### config.mk
export PLATFORM = sky130hd
export DESIGN_NAME = sdh_irq_status
export DESIGN_NICKNAME = d
export VERILOG_FILES = /design/src/rtl/sdh_irq_pkg.sv /design/src/rtl/sdh_irq_w1c_bank.sv /design/src/rtl/sdh_irq_en_reg.sv /design/src/rtl/sdh_irq_out.sv /design/src/rtl/sdh_irq_status.sv
export SDC_FILE = /design/constraint.sdc
export NUM_CORES = 1
export LEC_CHECK = 0
export ABC_AREA = 1
export BUFFER_PORTS_ARGS = -buffer_cell sky130_fd_sc_hd__buf_2
export CAP_MARGIN = 15
export CORE_MARGIN = 2
export CORE_UTILIZATION = 40
export DETAILED_ROUTE_END_ITERATION = 10
export MAX_ROUTING_LAYER = met4
export PLACE_DENSITY = 0.6
export SYNTH_ARGS = -nofsm -noshare
export SYNTH_HDL_FRONTEND = slang
export SYNTH_SLANG_ARGS = --single-unit
### constraint.sdc
create_clock -name clk -period 1.35 [get_ports clk]
set_clock_uncertainty 0.05 [all_clocks]
set_input_delay 0.27 -clock clk [delete_from_list [all_inputs] [get_ports clk]]
set_output_delay 0.27 -clock clk [all_outputs]
set_load 0.02 [all_outputs]
### src/rtl/sdh_irq_pkg.sv
package sdh_irq_pkg;

   typedef enum logic [1:0] {
      SEL_STATUS  = 2'd0,
      SEL_REC_EN  = 2'd1,
      SEL_SIG_EN  = 2'd2,
      SEL_UNUSED  = 2'd3
   } sdh_irq_sel_e;

   localparam int unsigned POS_CMD_DONE   = 0;
   localparam int unsigned POS_XFER_DONE  = 1;
   localparam int unsigned POS_DMA_BNDRY  = 3;
   localparam int unsigned POS_BUF_WR_RDY = 4;
   localparam int unsigned POS_BUF_RD_RDY = 5;

endpackage

### src/rtl/sdh_irq_w1c_bank.sv
module sdh_irq_w1c_bank #(
   parameter int unsigned W       = 32,
   parameter int unsigned SUM_POS = 15
) (
   input  logic         clk,
   input  logic         rst_n,
   input  logic [W-1:0] set_i,
   input  logic [W-1:0] clr_i,
   output logic [W-1:0] stat_o
);
   logic [W-1:0] held;

   for (genvar i = 0; i < W; i++) begin : g_bit
      if (i == SUM_POS) begin : g_sum
         // derived flag: no storage, follows the upper half
         assign held[i]   = 1'b0;
         assign stat_o[i] = |held[W-1:SUM_POS+1];
      end else begin : g_flop
         logic q;
         always_ff @(posedge clk or negedge rst_n) begin
            if (!rst_n) q <= 1'b0;
            else        q <= (q & ~clr_i[i]) | set_i[i];  // set beats clear
         end
         assign held[i]   = q;
         assign stat_o[i] = q;
      end
   end
endmodule

### src/rtl/sdh_irq_en_reg.sv
module sdh_irq_en_reg #(
   parameter int unsigned  W     = 32,
   parameter logic [W-1:0] WMASK = '1
) (
   input  logic         clk,
   input  logic         rst_n,
   input  logic         we_i,
   input  logic [W-1:0] wdata_i,
   output logic [W-1:0] q_o
);
   always_ff @(posedge clk or negedge rst_n) begin
      if (!rst_n)    q_o <= '0;
      else if (we_i) q_o <= wdata_i & WMASK;
   end
endmodule

### src/rtl/sdh_irq_out.sv
module sdh_irq_out #(
   parameter int unsigned W       = 32,
   parameter bit          OUT_REG = 1'b1
) (
   input  logic         clk,
   input  logic         rst_n,
   input  logic [W-1:0] stat_i,
   input  logic [W-1:0] en_i,
   output logic         irq_o
);
   logic hit;
   assign hit = |(stat_i & en_i);

   if (OUT_REG) begin : g_reg
      always_ff @(posedge clk or negedge rst_n) begin
         if (!rst_n) irq_o <= 1'b0;
         else        irq_o <= hit;
      end
   end else begin : g_comb
      assign irq_o = hit;
   end
endmodule

### src/rtl/sdh_irq_status.sv
module sdh_irq_status #(
   parameter int unsigned REG_W   = 32,
   parameter bit          OUT_REG = 1'b1,
   localparam int unsigned ERR_LSB = REG_W / 2,
   localparam int unsigned SUM_POS = ERR_LSB - 1,
   localparam int unsigned NORM_W  = SUM_POS,
   localparam int unsigned ERR_W   = REG_W - ERR_LSB
) (
   input  logic              clk,
   input  logic              rst_n,
   input  logic [NORM_W-1:0] norm_evt_i,
   input  logic [ERR_W-1:0]  err_evt_i,
   input  logic              wr_en_i,
   input  logic [1:0]        addr_i,
   input  logic [REG_W-1:0]  wdata_i,
   output logic [REG_W-1:0]  rdata_o,
   output logic              irq_o
);
   import sdh_irq_pkg::*;

   if ((REG_W < 4) || (REG_W % 2 != 0)) begin : g_bad_width
      $error("sdh_irq_status: REG_W must be even and at least 4");
   end

   localparam logic [REG_W-1:0] REC_MASK = ~(REG_W'(1) << SUM_POS);

   sdh_irq_sel_e      sel;
   logic [REG_W-1:0]  evt_all, set_v, clr_v, stat_v, rec_en, sig_en;
   logic              we_rec, we_sig;

   assign sel     = sdh_irq_sel_e'(addr_i);
   assign evt_all = {err_evt_i, 1'b0, norm_evt_i};
   assign set_v   = evt_all & rec_en;
   assign clr_v   = (wr_en_i && sel == SEL_STATUS) ? wdata_i : '0;
   assign we_rec  = wr_en_i && sel == SEL_REC_EN;
   assign we_sig  = wr_en_i && sel == SEL_SIG_EN;

   sdh_irq_w1c_bank #(.W(REG_W), .SUM_POS(SUM_POS)) u_bank (
      .clk(clk), .rst_n(rst_n), .set_i(set_v), .clr_i(clr_v), .stat_o(stat_v)
   );

   sdh_irq_en_reg #(.W(REG_W), .WMASK(REC_MASK)) u_rec (
      .clk(clk), .rst_n(rst_n), .we_i(we_rec), .wdata_i(wdata_i), .q_o(rec_en)
   );

   sdh_irq_en_reg #(.W(REG_W), .WMASK('1)) u_sig (
      .clk(clk), .rst_n(rst_n), .we_i(we_sig), .wdata_i(wdata_i), .q_o(sig_en)
   );

   sdh_irq_out #(.W(REG_W), .OUT_REG(OUT_REG)) u_out (
      .clk(clk), .rst_n(rst_n), .stat_i(stat_v), .en_i(sig_en), .irq_o(irq_o)
   );

   always_comb begin
      unique case (sel)
         SEL_STATUS: rdata_o = stat_v;
         SEL_REC_EN: rdata_o = rec_en;
         SEL_SIG_EN: rdata_o = sig_en;
         default:    rdata_o = '0;
      endcase
   end
endmodule

==> reports/results.tsv <==
metric	value	unit
Critical Path Source Type	flop	
Clock Power Share	0.215	
maximum vdd drop	0.562	mV
drt via density	5.06	
Worst Path Required	1.03	ns
DRT iter0 DRCs	251	
nets	802	
worst setup path class	reg -> out	
min-delay worst type	in -> reg	
Via Count	4444	
GRT Residual Overflow	0	
cell taking the most area after synthesis	dfrtp_1	
worst-margin pin slew	0.300	ns
per-cell routed wire length	15.4	um
P_sw	2790	uW
yosys warns	0	
Int Pwr	5350	uW
I/O Buffers	100	
Pre-antenna DRT Iters	7	
Synth Cell Area	4430	um^2
CTS sink cnt	95	
worst-skew pair later-pin latency	0.37	ns
fin worst setup slack	-0.384	ns
first-pass GRT wire length	21200	um
TritonCTS Buffers	9	
CP max FO	2	
core area	10800	um^2
worst setup path start	u_bank.g_bit[24].g_flop.q	
failing checks	negative setup slack	
WHS	0.0493	ns
DRT antenna net count	0	
Final setup viols	33	
Worst-path clk slew	0.09	ns
GRT Total Usage	0.238	
dominant cells by area after synthesis	dfrtp_1, nand2_1, nand3_1, o21ai_0, o21ai_1	
I/O Pins	101	
die area	11900	um^2
period utilization	1.28	
drc violations	0	
vias in the first global route	4466	
largest net degree at the start of global routing	56	
Final min period	1.73	ns
Worst EP arrival	1.41	ns
Max Slew Vio Count	0	
Fmax	577	MHz
syn_area_per_cell	7.56	um^2
hold_sp	err_evt_i[9]	
most frequent cells in the layout	nand2_1, dfrtp_1, buf_2	
Seq/Total Area, Yosys	0.536	
status	finished with violations	
clock tree buffer depth	2	
Pwr Density	1230	nW/um^2
fin util	0.612	
area grow syn2layout	49.7	%
Yosys reg bits	95	
CP Capture Type	output pin	
Final Routed Wirelength	13600	um
number of cells produced by synthesis	586	
syn nets	654	
Seq pwr share	0.465	
Die Y	109	um
initial antenna violation count	0	
Die W	109	um
CTS H-tree depth	3	
R2R Path Start	u_bank.g_bit[22].g_flop.q	
Gate power share	0.320	
DP Wirelength	8520	um
most common cell after layout, fill and taps aside	nand2_1	
row count	38	
Net Sw Frac	0.343	
top-area cell type share of the netlist area	0.536	
number of fill cells	985	
clock root cell	clkbuf_8	
GPL Wtd Cong	0.814	
RSZ-0062 raised after global routing	yes	
number of diodes	0	
share of cells above drive strength 1	0.360	
max_cap viols	0	
Yosys cell types	14	
Fin. Hold Viols	0	
CTS tree	yes	
Leak	0.00344	uW
Slew Limit Headroom	0.800	
Initial Utilization	0.409	
path summary, 6_finish.rpt:
check | to | slack (ns) | cells after the start
max in group asynchronous | u_rec.q_o[20] | 0.52 | 3
max reg2reg | u_out.irq_o | -0.13 | 10
min in group asynchronous | u_rec.q_o[3] | 0.22 | 2
min | u_bank.g_bit[25].g_flop.q | 0.05 | 3
min reg2reg | u_bank.g_bit[2].g_flop.q | 0.46 | 2
max | rdata_o[15] | -0.38 | 7
final cells by class:
| cell class | count | area [um^2] | area share |
|---|---|---|---|
| clock buffers | 12 | 145 | 0.0219 |
| well taps | 140 | 175 | 0.0264 |
| multi-input cells | 429 | 2240 | 0.338 |
| inverters | 34 | 143 | 0.0215 |
| clock inverters | 4 | 31.3 | 0.00472 |
| repair buffers | 165 | 1520 | 0.229 |
| flip-flops and latches | 95 | 2380 | 0.358 |
Yosys cell counts (all sizes together):
master  count
nand2     249
dfrtp      95
nor2       21
clkbuf     21
or2         1
o21ai      93
inv        34
buf         7
nand3      65
logic make-up after synthesis:
group | after synthesis | share of synthesized area
DFF | 95 | 0.536
and+or+nand+nor | 336 | 0.305
buffers and inverters | 62 | 0.0539
AOI/OAI and AO/OA | 93 | 0.105
layer usage:
layer / global-route usage / wire [um]
met5: - / 0
met4: 0.0823 / 294
met3: 0.0317 / 600
met2: 0.390 / 6810
met1: 0.305 / 5870
stage by stage:
step / worst slack (ns) / TNS (ns) / area [um^2] / instances / power (uW)
after floorplan: -0.0624 / -1.42 / 4580 / 586 / 4830
final: -0.384 / -5.71 / 6630 / 879 / 8140
after global routing: -0.484 / -7.03 / 6630 / 879 / 8610
after global placement: -0.157 / -14.63 / 5520 / 832 / 5620
after detailed placement: -0.170 / -15.13 / 5520 / 832 / 5680
after CTS: -0.397 / -4.45 / 6340 / 870 / 7930
power by group through the flow:
stage	Clock, uW	Combinational (uW)	Sequential (uW)
6_report	1750	2600	3790
5_1_grt	1890	2870	3850
4_1_cts	1780	2420	3730
3_5_place_dp	0	1930	3760
3_3_place_gp	0	1890	3740
2_1_floorplan	0	1130	3690
worst max-delay path, stage by stage, from the launching register on:
cell	delay [ns]
dfrtp_1	0.41
nor2_1	0.11
nand2_1	0.09
nor2_1	0.10
nand2_1	0.08
nand2_1	0.08
nand2_2	0.06
buf_6	0.13
state kept, by name (all words and copies together) (netlist names):
| signal | cells |
|---|---|
| u_rec.q_o | 31 |
| u_sig.q_o | 32 |
| u_out.irq_o | 1 |
| u_bank.g_bit.g_flop.q | 31 |
what timing repair did:
action / CTS / global route
setup endpoints to repair: 32 / 33
cloned: 3 / 2
setup buffers: 20 / 14
hold buffers: 1 / 0
hold endpoints to repair: 95 / 0
pin swaps: 18 / 26
gates resized for setup: 132 / 57
Note: power is estimated with default switching activity, not from simulation.
